--- src/rtl/uarx_pkg.sv ---
package uarx_pkg;

  typedef enum logic [1:0] {
    RX_IDLE  = 2'd0,
    RX_START = 2'd1,
    RX_DATA  = 2'd2,
    RX_STOP  = 2'd3
  } rx_state_e;

  function automatic logic maj3(input logic a, input logic b, input logic c);
    return (a & b) | (a & c) | (b & c);
  endfunction

endpackage

--- src/rtl/uarx_sync.sv ---
module uarx_sync #(
  parameter int STAGES  = 2,
  parameter bit RST_VAL = 1'b1
) (
  input  logic clk,
  input  logic rst,
  input  logic d,
  output logic q
);
  logic [STAGES-1:0] chain;

  always_ff @(posedge clk) begin
    if (rst) chain <= {STAGES{RST_VAL}};
    else     chain <= {chain[STAGES-2:0], d};
  end

  assign q = chain[STAGES-1];
endmodule

--- src/rtl/uarx_sampler.sv ---
module uarx_sampler
  import uarx_pkg::*;
#(
  parameter int DATA_W = 8,
  parameter int OVS    = 16
) (
  input  logic              clk,
  input  logic              rst,
  input  logic              tick,
  input  logic              rx,
  input  logic              active,
  input  logic              nine_bit,
  output logic              done_o,
  output logic [DATA_W-1:0] word_o,
  output logic              b9_o,
  output logic              ferr_o
);
  localparam int CNT_W = $clog2(OVS);
  localparam int BIT_W = $clog2(DATA_W + 1);
  localparam logic [CNT_W-1:0] S_VA   = CNT_W'(OVS/2 - 2);
  localparam logic [CNT_W-1:0] S_MID  = CNT_W'(OVS/2 - 1);
  localparam logic [CNT_W-1:0] S_VC   = CNT_W'(OVS/2);
  localparam logic [CNT_W-1:0] S_LAST = CNT_W'(OVS - 1);

  rx_state_e        state;
  logic [CNT_W-1:0] sidx;
  logic [BIT_W-1:0] bidx;
  logic [BIT_W-1:0] bit_last;
  logic             va, vb;
  logic [DATA_W:0]  shreg;
  logic             vote;

  assign bit_last = nine_bit ? BIT_W'(DATA_W) : BIT_W'(DATA_W - 1);
  assign vote     = maj3(va, vb, rx);

  always_ff @(posedge clk) begin
    if (rst) begin
      state  <= RX_IDLE;
      sidx   <= '0;
      bidx   <= '0;
      va     <= 1'b1;
      vb     <= 1'b1;
      shreg  <= '0;
      done_o <= 1'b0;
      word_o <= '0;
      b9_o   <= 1'b0;
      ferr_o <= 1'b0;
    end else begin
      done_o <= 1'b0;
      if (!active) begin
        state <= RX_IDLE;
      end else if (tick) begin
        case (state)
          RX_IDLE: begin
            if (!rx) begin
              state <= RX_START;
              sidx  <= CNT_W'(1);
            end
          end
          RX_START: begin
            if (sidx == S_MID && rx) begin
              state <= RX_IDLE;
            end else if (sidx == S_LAST) begin
              state <= RX_DATA;
              sidx  <= '0;
              bidx  <= '0;
            end else begin
              sidx <= sidx + 1'b1;
            end
          end
          RX_DATA: begin
            if (sidx == S_VA)  va <= rx;
            if (sidx == S_MID) vb <= rx;
            if (sidx == S_VC)  shreg[bidx] <= vote;
            if (sidx == S_LAST) begin
              sidx <= '0;
              if (bidx == bit_last) state <= RX_STOP;
              else                  bidx  <= bidx + 1'b1;
            end else begin
              sidx <= sidx + 1'b1;
            end
          end
          RX_STOP: begin
            if (sidx == S_VA)  va <= rx;
            if (sidx == S_MID) vb <= rx;
            if (sidx == S_VC) begin
              done_o <= 1'b1;
              word_o <= shreg[DATA_W-1:0];
              b9_o   <= nine_bit & shreg[DATA_W];
              ferr_o <= ~vote;
              state  <= RX_IDLE;
            end else begin
              sidx <= sidx + 1'b1;
            end
          end
          default: state <= RX_IDLE;
        endcase
      end
    end
  end
endmodule

--- src/rtl/uarx_fifo.sv ---
module uarx_fifo #(
  parameter int W     = 10,
  parameter int DEPTH = 2
) (
  input  logic                           clk,
  input  logic                           rst,
  input  logic                           push,
  input  logic [W-1:0]                   din,
  input  logic                           pop,
  output logic [W-1:0]                   head,
  output logic [$clog2(DEPTH+1)-1:0]     level,
  output logic                           full,
  output logic                           empty
);
  localparam int PTR_W = (DEPTH > 1) ? $clog2(DEPTH) : 1;
  localparam int LVL_W = $clog2(DEPTH + 1);

  logic [W-1:0]     mem [DEPTH];
  logic [PTR_W-1:0] wr_ptr, rd_ptr;

  function automatic logic [PTR_W-1:0] ptr_next(input logic [PTR_W-1:0] p);
    return (p == PTR_W'(DEPTH - 1)) ? '0 : p + 1'b1;
  endfunction

  always_ff @(posedge clk) begin
    if (push) mem[wr_ptr] <= din;
  end

  always_ff @(posedge clk) begin
    if (rst) begin
      wr_ptr <= '0;
      rd_ptr <= '0;
      level  <= '0;
    end else begin
      if (push) wr_ptr <= ptr_next(wr_ptr);
      if (pop)  rd_ptr <= ptr_next(rd_ptr);
      level <= level + LVL_W'(push) - LVL_W'(pop);
    end
  end

  assign head  = mem[rd_ptr];
  assign full  = (level == LVL_W'(DEPTH));
  assign empty = (level == '0);
endmodule

--- src/rtl/mdrop_uart_rx.sv ---
module mdrop_uart_rx #(
  parameter int DATA_W     = 8,
  parameter int OVS        = 16,
  parameter int FIFO_DEPTH = 2,
  parameter int SYNC_STG   = 2
) (
  input  logic              clk,
  input  logic              rst,
  input  logic              sample_tick,
  input  logic              rx_line,
  input  logic              port_en,
  input  logic              rx_en,
  input  logic              nine_bit_en,
  input  logic              addr_match_en,
  input  logic              irq_en,
  input  logic              pop_stb,
  output logic [DATA_W-1:0] head_data,
  output logic              head_bit9,
  output logic              head_ferr,
  output logic              overrun_err,
  output logic              data_avail,
  output logic              irq
);
  localparam int ENT_W = DATA_W + 2;
  localparam int LVL_W = $clog2(FIFO_DEPTH + 1);

  logic              rx_s;
  logic              active;
  logic              f_done, f_b9, f_ferr;
  logic [DATA_W-1:0] f_word;
  logic              take, push, pop;
  logic              q_full, q_empty;
  logic [LVL_W-1:0]  fifo_level;
  logic [ENT_W-1:0]  q_head;

  assign active = port_en & rx_en;

  uarx_sync #(.STAGES(SYNC_STG), .RST_VAL(1'b1)) sync_i (
    .clk (clk),
    .rst (rst),
    .d   (rx_line),
    .q   (rx_s)
  );

  uarx_sampler #(.DATA_W(DATA_W), .OVS(OVS)) samp_i (
    .clk      (clk),
    .rst      (rst),
    .tick     (sample_tick),
    .rx       (rx_s),
    .active   (active),
    .nine_bit (nine_bit_en),
    .done_o   (f_done),
    .word_o   (f_word),
    .b9_o     (f_b9),
    .ferr_o   (f_ferr)
  );

  // address filter: in nine-bit mode with filtering on, only address frames pass
  assign take = f_done & (~(nine_bit_en & addr_match_en) | f_b9);
  assign push = take & ~overrun_err & ~q_full;
  assign pop  = pop_stb & ~q_empty;

  always_ff @(posedge clk) begin
    if (rst)                               overrun_err <= 1'b0;
    else if (!rx_en)                       overrun_err <= 1'b0;
    else if (take && q_full && !overrun_err) overrun_err <= 1'b1;
  end

  uarx_fifo #(.W(ENT_W), .DEPTH(FIFO_DEPTH)) fifo_i (
    .clk   (clk),
    .rst   (rst),
    .push  (push),
    .din   ({f_ferr, f_b9, f_word}),
    .pop   (pop),
    .head  (q_head),
    .level (fifo_level),
    .full  (q_full),
    .empty (q_empty)
  );

  assign head_data  = q_head[DATA_W-1:0];
  assign head_bit9  = q_head[DATA_W];
  assign head_ferr  = q_head[DATA_W+1];
  assign data_avail = ~q_empty;
  assign irq        = data_avail & irq_en;
endmodule

--- config.mk ---
export PLATFORM = sky130hd
export DESIGN_NAME = mdrop_uart_rx
export DESIGN_NICKNAME = d
export VERILOG_FILES = /design/src/rtl/uarx_pkg.sv /design/src/rtl/uarx_sync.sv /design/src/rtl/uarx_sampler.sv /design/src/rtl/uarx_fifo.sv /design/src/rtl/mdrop_uart_rx.sv
export SDC_FILE = /design/constraint.sdc
export NUM_CORES = 1
export LEC_CHECK = 0
export ABC_CLOCK_PERIOD_IN_PS = 1500
export BUFFER_PORTS_ARGS = -buffer_cell sky130_fd_sc_hd__buf_4
export CAP_MARGIN = 20
export CORE_ASPECT_RATIO = 2
export CORE_UTILIZATION = 35
export CTS_BUF_LIST = sky130_fd_sc_hd__clkbuf_8
export CTS_CLUSTER_SIZE = 20
export DETAILED_ROUTE_END_ITERATION = 10
export MAX_ROUTING_LAYER = met4
export PLACE_DENSITY = 0.5
export RECOVER_POWER = 50
export REMOVE_ABC_BUFFERS = 1
export SLEW_MARGIN = 20
export SYNTH_ARGS = -nofsm -noshare
export SYNTH_HDL_FRONTEND = slang
export SYNTH_SLANG_ARGS = --single-unit
--- constraint.sdc ---
create_clock -name clk -period 1.5 [get_ports clk]
set_input_delay 0.3 -clock clk [delete_from_list [all_inputs] [get_ports clk]]
set_output_delay 0.3 -clock clk [all_outputs]
set_load 0.01 [all_outputs]
==> results.toml, run 1 <==
[run_status]
status = "complete, but fails checks"
violations = "negative setup slack"

[hold_path]
hold_path.class = "primary input to register"
whs_endpoint = "sync_i.chain[0]$_SDFF_PP1_"
min-delay-start = "rx_line"
holdPathStages = 2

[pwr]
power_density_mw_per_mm2 = 831
vdd.ir_drop.worst_v = 0.000589
design_power_total_mw = 3.75
leakage_nw = 1.63

[final_layout]
stdcell_count = 481
finalCoreUtilization_pct = 56.4
insertedDiodeCount = 0
area_growth_pct = 55.0
nNetsFinal = 403
drive_gt1_share_pct = 57.4

[sta]
fin_crit_ps = 1580
setup_viol = 24
worst_slack_ps = -80.5
timing.final.crit_share_pct = 105
relSlewSlack_pct = 77.9
rsz0062_at_grt = "yes"
slew_violations = 0
whs_ps = 135
final-hold-violation-count = 0
worst_pin_slew_ps = 331
fin_worst_skew_ps = 8.84
max_freq_mhz = 633

[clocking]
cts_buffer_depth = 2
clock-sinks = 60
clkTransAtPathRegs_ps = 70
cts_tree = "done"
clockRootBuffer = "clkbuf_8"
postCtsHoldBufs = 0
cts_made_buffers = 9
htreeDepth = 3
clk_latency_ps = 350

[critical_path]
cp_data_required_time_ps = 1200
cp_data_arrival_time_ps = 1280
r2r_end = "samp_i.sidx[0]$_SDFFE_PP0P_"
worst-path-max-fanout = 10
rr_worst_depth = 6
startpoint_type = "register"
crit_type = "register to primary output"
rrSetupSlack_ps = -60
crit_path_end_kind = "primary output"

[floorplanning]
num_rows = 46
die-area_sq_mm = 0.00871
core_sq_mm = 0.00800
die_h_um = 131
die_w_um = 66.5
io_pins = 23
start_util_pct = 36.4

[global_routing]
antenna_found_initial = 0
grt.overflow.total = 0
grt_pass1_vias = 2405
grt_pass1_wl_um = 11500
grt_usage_pct = 19.2
grt_max_degree = 30

[synth]
ys_seq_area_share_pct = 48.1
ys_top_cells_by_area = "dfxtp_1 27%, edfxtp_1 21%, ha_1 5.6%"
avgSynthCellArea_sq_um = 10.3
ys_ff_latch = 60
synth_commonest_cells = "40 x dfxtp_1, 38 x nand2_1, 20 x edfxtp_1"
synth_top_area_share_pct = 27.5
post-synth-top-count-cell = "dfxtp_1"
netlist_instances = 284
yosys_warnings = 0
synthArstFlopShare_pct = 0
synth_top_area_cell = "dfxtp_1"
synthFlopType = "dfxtp_1"
synth_cell_type_count = 57
synth_area_sq_mm = 0.00291
synth_edf_count = 20

[place]
hpwl_um = 5160
place_ws_ps = -278
dp_cells = 447
gp_congestion = 0.925
port-buffer-count = 22

[routing]
wl_per_cell_um = 16.0
drt-initial-drc-count = 99
drc_errors = 0
vias = 2475
wl_um = 7690
drtAntennaViolNets = 0
post_drt_via_cell_ratio = 5.15
first_pass_iters = 4

[job]
cap_viol_max_count = 0
## final cells by class
type                       count  area, sq um
fill                         703         3490
multi-input combinational    200         1840
sequential                    60         1430
timing repair buffer          97          801
clock buffer                  10          138
clock inverter                 6          134
tap                           96          120
inverter                      12         55.1
## layout by cell type (no fill, tap or decap), drive strengths merged, types with 2 or more instances in the layout
master and count:
nand4b 2, dfxtp 40, o211ai 2, xor2 2
o21ai 6, o221ai 2, buf 96, o2111ai 3
edfxtp 20, inv 13, a2111oi 2, or2 4
or4 2, nand3b 4, nand2 38, nor3 2
nand4 4, a31oi 4, nand2b 16, nor4 5
clkbuf 11, or3 2, a21oi 15, nor3b 2
mux2 10, ha 13, bufinv 4, mux2i 11
nor2b 4, o22ai 2, nand3 10, nor2 14
o2111a 2
## through the flow
| step | TNS (ps) | cell area, sq um |
|---|---|---|
| floorplan | -3170 | 2850 |
| global placement | -2330 | 3580 |
| detailed placement | -2800 | 3580 |
| CTS | -1230 | 4100 |
| global route | -2950 | 4510 |
| finish | -1110 | 4510 |
## kinds of logic after synthesis
kind of cell             after synthesis  share of synthesized area, %
AO/OA/AOI/OAI                         48                          12.2
XOR/XNOR                               3                         0.902
adder cells (fa/ha/maj)               14                          5.93
buffers and inverters                 24                          3.61
flip-flops                            60                          48.1
multiplexers                          21                          7.65
AND/OR/NAND/NOR                      114                          21.6
## worst max-delay path: stages, from the launching register on
cell and delay [ps]:
dfxtp_2 340, buf_12 130, mux2_2 330, buf_4 140
## flip-flops by register name, summed over array words and instances (netlist names), named ones only
name / flops
fifo_i.wr_ptr: 1
samp_i.state: 1
fifo_i.level: 2
overrun_err: 1
samp_i.done_o: 1
fifo_i.mem: 20
samp_i.sidx: 4
samp_i.va: 1
samp_i.word_o: 8
sync_i.chain: 2
fifo_i.rd_ptr: 1
samp_i.b9_o: 1
samp_i.vb: 1
samp_i.bidx: 4
samp_i.shreg: 9
samp_i.ferr_o: 1
## routing by layer
metal	part of all wire [%]	up-vias	wire, um	global-route usage, %
met2	60	46	4620	36.3
met4	5.3	0	408	13.1
li1	-	1212	-	-
met5	0	-	0	-
met1	32	1189	2480	15.3
met3	2.3	28	180	4.86
## what timing repair did
action | 4_1_cts | 5_1_grt
cloned | 1 | 3
buffers inserted | 8 | 7
endpoints found under the setup margin | 42 | 64
pin swaps | 16 | 31
gates resized for setup | 58 | 91
## report_power, final
part / leakage (nW) / internal, mW / switching (mW)
Clock: 0.137 / 1.32 / 0.651
Sequential: 0.485 / 1.66 / 0.00396
Combinational: 1.01 / 0.0556 / 0.0606
## worst max-delay path by stage
stage / endpoint / depth (start not counted) / slack (ps) / startpoint
after global routing: samp_i.bidx[2]$_SDFFE_PP0P_ / 6 / -170 / register
after detailed placement: samp_i.state[0]$_SDFFE_PP0P_ / 6 / -280 / samp_i.state[0]$_SDFFE_PP0P_
after global placement: samp_i.sidx[0]$_SDFFE_PP0P_ / 6 / -220 / samp_i.state[0]$_SDFFE_PP0P_
final: head_ferr / 3 / -80 / register
after floorplan: samp_i.state[0]$_SDFFE_PP0P_ / 6 / -230 / samp_i.state[0]$_SDFFE_PP0P_
after CTS: head_ferr / 3 / -110 / register
(Power assumes the default switching activity.)
==> inputs of run 2 (changes only) <==
==> constraint.sdc (replaced) <==
create_clock -name clk -period 1.5 [get_ports clk]
set_input_delay 0.075 -clock clk [delete_from_list [all_inputs] [get_ports clk]]
set_output_delay 0.075 -clock clk [all_outputs]
set_load 0.01 [all_outputs]
==> results.toml, run 2 (synthesized netlist as in run 1, its figures left out) <==
[clocking]
cts_made_buffers = 9
clk_latency_ps = 340
cts_buffer_depth = 2
htreeDepth = 3
clkTransAtPathRegs_ps = 70
clockRootBuffer = "clkbuf_8"
clock-sinks = 60
cts_tree = "done"

[job]
cap_viol_max_count = 0

[sta]
rsz0062_at_grt = "yes"
slew_violations = 0
setup_viol = 15
fin_worst_skew_ps = 7.73
finalSetupTns_ps = -384
relSlewSlack_pct = 71.0
worst_slack_ps = -47.4
final-hold-violation-count = 0
max_freq_mhz = 646
worst_pin_slew_ps = 435
fin_crit_ps = 1550
timing.final.crit_share_pct = 103

[pwr]
leakage_nw = 1.53
power_density_mw_per_mm2 = 815
pwr-share-clk_pct = 49.6
design_power_total_mw = 3.52
switching_power_uw = 710
seqPwrFrac_pct = 47.4
combPwrFrac_pct = 3.0
vdd.ir_drop.worst_v = 0.000490
sw_frac_of_total_pct = 20.2
internal_power_mw = 2.81

[global_routing]
grt.overflow.total = 0
antenna_found_initial = 0
grt_pass1_vias = 2422
grt_pass1_wl_um = 11200
grt_max_degree = 37
grt_usage_pct = 18.6

[critical_path]
critPathLaunch = "samp_i.sidx[0]$_SDFFE_PP0P_"
worst-path-max-fanout = 5
cp_data_required_time_ps = 1710
crit_cells = 7
max_stage_delay_ps = 440
cp_top_family = "simple AND/OR/NAND/NOR gates"
endpoint = "samp_i.word_o[6]$_SDFFE_PP0P_"
slowest_stage = "or3_4"
crit_path_end_kind = "register"
rrSetupSlack_ps = -50
crit_type = "register to register"
cp_data_arrival_time_ps = 1760
startpoint_type = "register"
critPathBufInv = 2
r2r_end = "samp_i.word_o[6]$_SDFFE_PP0P_"
timing.rr.start = "samp_i.sidx[0]$_SDFFE_PP0P_"
path_cells = "inv_4, ha_4, nand3b_4, or3_4, buf_8, nand2_2, a21oi_2"
rr_worst_depth = 7

[place]
gp_congestion = 0.913
hpwl_um = 5100
port-buffer-count = 22

[routing]
m1WireLength_um = 2420
drt-initial-drc-count = 94
drtAntennaViolNets = 0
first_pass_iters = 4
vias = 2428
route.met3.wl_um = 155
wl_per_cell_um = 15.2
wl_met2_um = 4350
wl_um = 7220
top_layer_used = "met4"
post_drt_via_cell_ratio = 5.11
drc_errors = 0

[final_layout]
final_cell_mix = "77 x buf_4, 32 x dfxtp_1, 25 x nand2_1"
top_register = "fifo_i.mem"
multiInputGateArea_sq_mm = 0.00177
nNetsFinal = 397
insertedDiodeCount = 0
regArea_sq_mm = 0.00142
largest_reg_flops = 20
reg.largest.list = "fifo_i.mem: 20 flops, samp_i.shreg: 9 flops, samp_i.word_o: 8 flops"
n_fill_cell = 745
area_growth_pct = 48.0
drive_gt1_share_pct = 50.7
layout_commonest_cell = "buf_4"

[floorplanning]
die_w_um = 66.5
core_sq_mm = 0.00800
die_h_um = 131
die-area_sq_mm = 0.00871
io_pins = 23
num_rows = 46
start_util_pct = 36.4

[hold_path]
hold_path.class = "primary input to register"

[run_status]
status = "complete, but fails checks"
violations = "negative setup slack"
run 2: what timing repair did:
| action | CTS | global route |
|---|---|---|
| setup buffers | 7 | 8 |
| gates resized for setup | 52 | 67 |
| cloned | 1 | 1 |
| hold buffers | 1 | 0 |
| pin swaps | 13 | 32 |
| endpoints found under the hold margin | 1 | 0 |
| setup endpoints to repair | 29 | 33 |
run 2: worst min-delay path by stage:
stage	start	to	slack, ps	cells after the start
after floorplan	rst	samp_i.b9_o$_SDFFE_PP0P_	140	1
after global placement	rx_line	sync_i.chain[0]$_SDFF_PP1_	260	2
after detailed placement	rx_line	sync_i.chain[0]$_SDFF_PP1_	260	2
after CTS	nine_bit_en	samp_i.b9_o$_SDFFE_PP0P_	30	3
after global routing	port_en	samp_i.state[0]$_SDFFE_PP0P_	60	3
final	port_en	samp_i.state[0]$_SDFFE_PP0P_	60	3
run 2: through the flow:
stage	instance area, sq um	util (%)	instances	setup WS [ps]	hold WS, ps
final	4310	53.9	475	-47.4	57.0
after global routing	4310	53.9	475	-143	58.6
after CTS	4000	50.0	467	-48.0	29.2
after detailed placement	3530	44.1	442	-266	264
after global placement	3530	44.1	442	-168	263
after floorplan	2850	-	272	-233	144
run 2: routing by layer:
| metal | up-vias | GRT usage (%) |
|---|---|---|
| met4 | 0 | 12.4 |
| met2 | 42 | 36.4 |
| met1 | 1153 | 14.4 |
| met5 | - | - |
| met3 | 23 | 3.65 |
| li1 | 1210 | - |
run 2: power by group through the flow:
stage / logic [mW] / clock network (mW) / registers (mW)
floorplan: 0.0288 / 0 / 1.71
global placement: 0.0899 / 0 / 1.71
detailed placement: 0.0913 / 0 / 1.71
CTS: 0.0967 / 1.80 / 1.67
global route: 0.112 / 1.86 / 1.67
finish: 0.105 / 1.74 / 1.67
run 2: layout make-up:
type                       count  share of cell area (%)
sequential                    60                    33.0
clock inverter                 7                    2.67
clock buffer                   9                    2.87
multi-input combinational    200                    41.1
inverter                      12                    1.28
timing repair buffer          91                    16.3
tap                           96                    2.79
run 2: worst reg2reg max path: cells and delay by family, from the launching register on:
family          cells  cell delay (ps)
compound gates      1               50
fa+ha+maj           1              140
buf+inv             2              230
flops               1              370
simple gates        3              630
==> inputs of run 3 (changes only) <==
SYNTH_HIERARCHICAL = 1   (was unset)
==> results.toml, run 3 <==
[sta]
relSlewSlack_pct = 70.0
setup_viol = 28
fin_crit_ps = 1660
timing.final.crit_share_pct = 111
rsz0062_at_grt = "yes"
worst_pin_slew_ps = 450
fin_worst_skew_ps = 9.61
final-hold-violation-count = 0
max_freq_mhz = 602
worst_slack_ps = -160
slew_violations = 0

[final_layout]
drive_gt1_share_pct = 48.1
reg.largest.list = "fifo_i/mem: 20 flops, samp_i/shreg: 9 flops, samp_i/word_o: 8 flops"
layout_commonest_cell = "buf_4"
largest_reg_flops = 20
insertedDiodeCount = 0
final_cell_mix = "68 x buf_4, 35 x dfxtp_1, 29 x nor2_1"
n_fill_cell = 712
nNetsFinal = 370
stdcell_count = 445
top_register = "fifo_i/mem"
area_growth_pct = 45.8

[clocking]
cts_tree = "done"
clockRootBuffer = "clkbuf_8"
htreeDepth = 3
clkTransAtPathRegs_ps = 70
cts_buffer_depth = 2
clk_latency_ps = 350
cts_made_buffers = 9
clock-sinks = 60

[synth]
ys_ff_latch = 60
avgSynthCellArea_sq_um = 10.8
synth_top_area_cell = "dfxtp_1"
netlist_instances = 257
synth_commonest_cells = "40 x dfxtp_1, 30 x nor2_1, 20 x edfxtp_1, 20 x nand2_1"
ys_seq_area_share_pct = 50.6
post-synth-top-count-cell = "dfxtp_1"
yosys_warnings = 6
synth_area_sq_mm = 0.00277
synth_cell_type_count = 51
synthArstFlopShare_pct = 0
ys_top_cells_by_area = "dfxtp_1 29%, edfxtp_1 22%, ha_1 6.3%"
synth_top_area_share_pct = 28.9
synthFlopType = "dfxtp_1"
synth_edf_count = 20

[floorplanning]
die_h_um = 128
start_util_pct = 36.4
io_pins = 23
num_rows = 45
core_sq_mm = 0.00760
die-area_sq_mm = 0.00830
die_w_um = 64.9

[pwr]
design_power_total_mw = 3.50
seqPwrFrac_pct = 48.4
pwr-share-clk_pct = 41.3
leakage_nw = 1.49
internal_power_mw = 2.66
power_density_mw_per_mm2 = 866
combPwrFrac_pct = 10.3
vdd.ir_drop.worst_v = 0.000591
switching_power_uw = 844
sw_frac_of_total_pct = 24.1

[place]
hpwl_um = 4400
port-buffer-count = 22
gp_congestion = 0.838
dp_cells = 414

[hold_path]
min-delay-start = "nine_bit_en"
hold_path.class = "primary input to register"

[routing]
drtAntennaViolNets = 0
vias = 2170
post_drt_via_cell_ratio = 4.88
wl_per_cell_um = 13.9
drc_errors = 0
drt-initial-drc-count = 82
wl_um = 6180
first_pass_iters = 4

[critical_path]
cp_top_family = "compound AO/OA/AOI/OAI gates"
timing.rr.start = "samp_i/sidx[1]$_SDFFE_PP0P_"
cp_data_required_time_ps = 1730
slowest_stage = "dfxtp_4"
cp_data_arrival_time_ps = 1890
startpoint_type = "register"
critPathBufInv = 1
crit_path_end_kind = "register"
max_stage_delay_ps = 370
worst-path-max-fanout = 8
critPathLaunch = "samp_i/sidx[1]$_SDFFE_PP0P_"
path_cells = "ha_4, and4b_4, a2111oi_4, buf_6, o31ai_2, a32oi_1, nor2_1"
crit_type = "register to register"

[run_status]
violations = "negative setup slack"
status = "complete, but fails checks"

[global_routing]
grt_usage_pct = 17.3
antenna_found_initial = 0
grt_pass1_wl_um = 10100
grt_pass1_vias = 2197
grt.overflow.total = 0
grt_max_degree = 23

[job]
cap_viol_max_count = 0
[run 3: changes by cell type after synthesis, moves of 3 or more]
cell	before	now
nand2_1	38	20
clkbuf_1	7	2
nand4_1	4	1
nor2_1	14	30
mux2i_1	11	14
o2111ai_1	3	0
a21oi_1	15	11
nand3_1	9	13
nand2b_1	16	3
[run 3: worst min-delay path: stages]
cell,delay [ps]
buf_4,140
nand3_2,70
a21oi_2,50
[run 3: logic make-up after synthesis]
kind of cell	synth area share, %
AOI/OAI and AO/OA	8.72
xor gates and xnor gates	1.45
adders and majority gates	6.68
buffers and inverters	3.61
DFF	50.6
muxes	9.12
and+or+nand+nor	19.8
[run 3: cell type report]
type                       count  area [sq um]  area share [%]
multi-input combinational    176          1550            38.4
sequential                    60          1420            35.1
timing repair buffer          85           691            17.1
clock buffer                   9           124            3.07
tap                           94           118            2.91
clock inverter                 7          75.1            1.86
inverter                      14          62.6            1.55
[run 3: what timing repair did]
action                                  4_1_cts  5_1_grt
cloned                                        1        0
endpoints found under the hold margin         1        0
setup buffers                                10        5
endpoints found under the setup margin       42       52
pin swaps                                    16       13
hold buffers                                  1        0
resized for setup                            66       23
[run 3: path summary, 6_finish.rpt]
check                                end  slack (ps)  cells after the start
max reg2reg  samp_i/sidx[3]$_SDFFE_PP0P_        -160                      7
max          samp_i/sidx[3]$_SDFFE_PP0P_        -160                      7
min reg2reg   sync_i/chain[1]$_SDFF_PP1_         410                      1
min             samp_i/b9_o$_SDFFE_PP0P_          30                      3
[run 3: metrics by stage]
stage	hold slack [ps]	worst slack (ps)	utilization (%)	setup TNS (ps)	cell area (sq um)
2_1_floorplan	144	-659	-	-12520	2720
6_report	34.1	-160	53.2	-2220	4040
5_1_grt	9.59	-217	53.2	-5320	4040
4_1_cts	26.6	-187	52.3	-2480	3980
3_5_place_dp	260	-422	44.7	-7100	3400
3_3_place_gp	264	-355	44.7	-6230	3400
[run 3: power by group through the flow]
stage | clock (mW) | combinational (mW) | sequential [mW]
after CTS | 1.49 | 0.364 | 1.69
after global placement | 0 | 0.337 | 1.74
after global routing | 1.60 | 0.392 | 1.69
after detailed placement | 0 | 0.341 | 1.74
after floorplan | 0 | 0.164 | 1.74
final | 1.45 | 0.360 | 1.69
[run 3: layer usage]
layer	vias to the layer above	global-route usage (%)	part of all wire, %
met5	-	-	0
met4	0	8.24	2.5
met3	11	5.34	2.1
met2	25	34.1	61
met1	1035	13.4	34
li1	1099	-	-
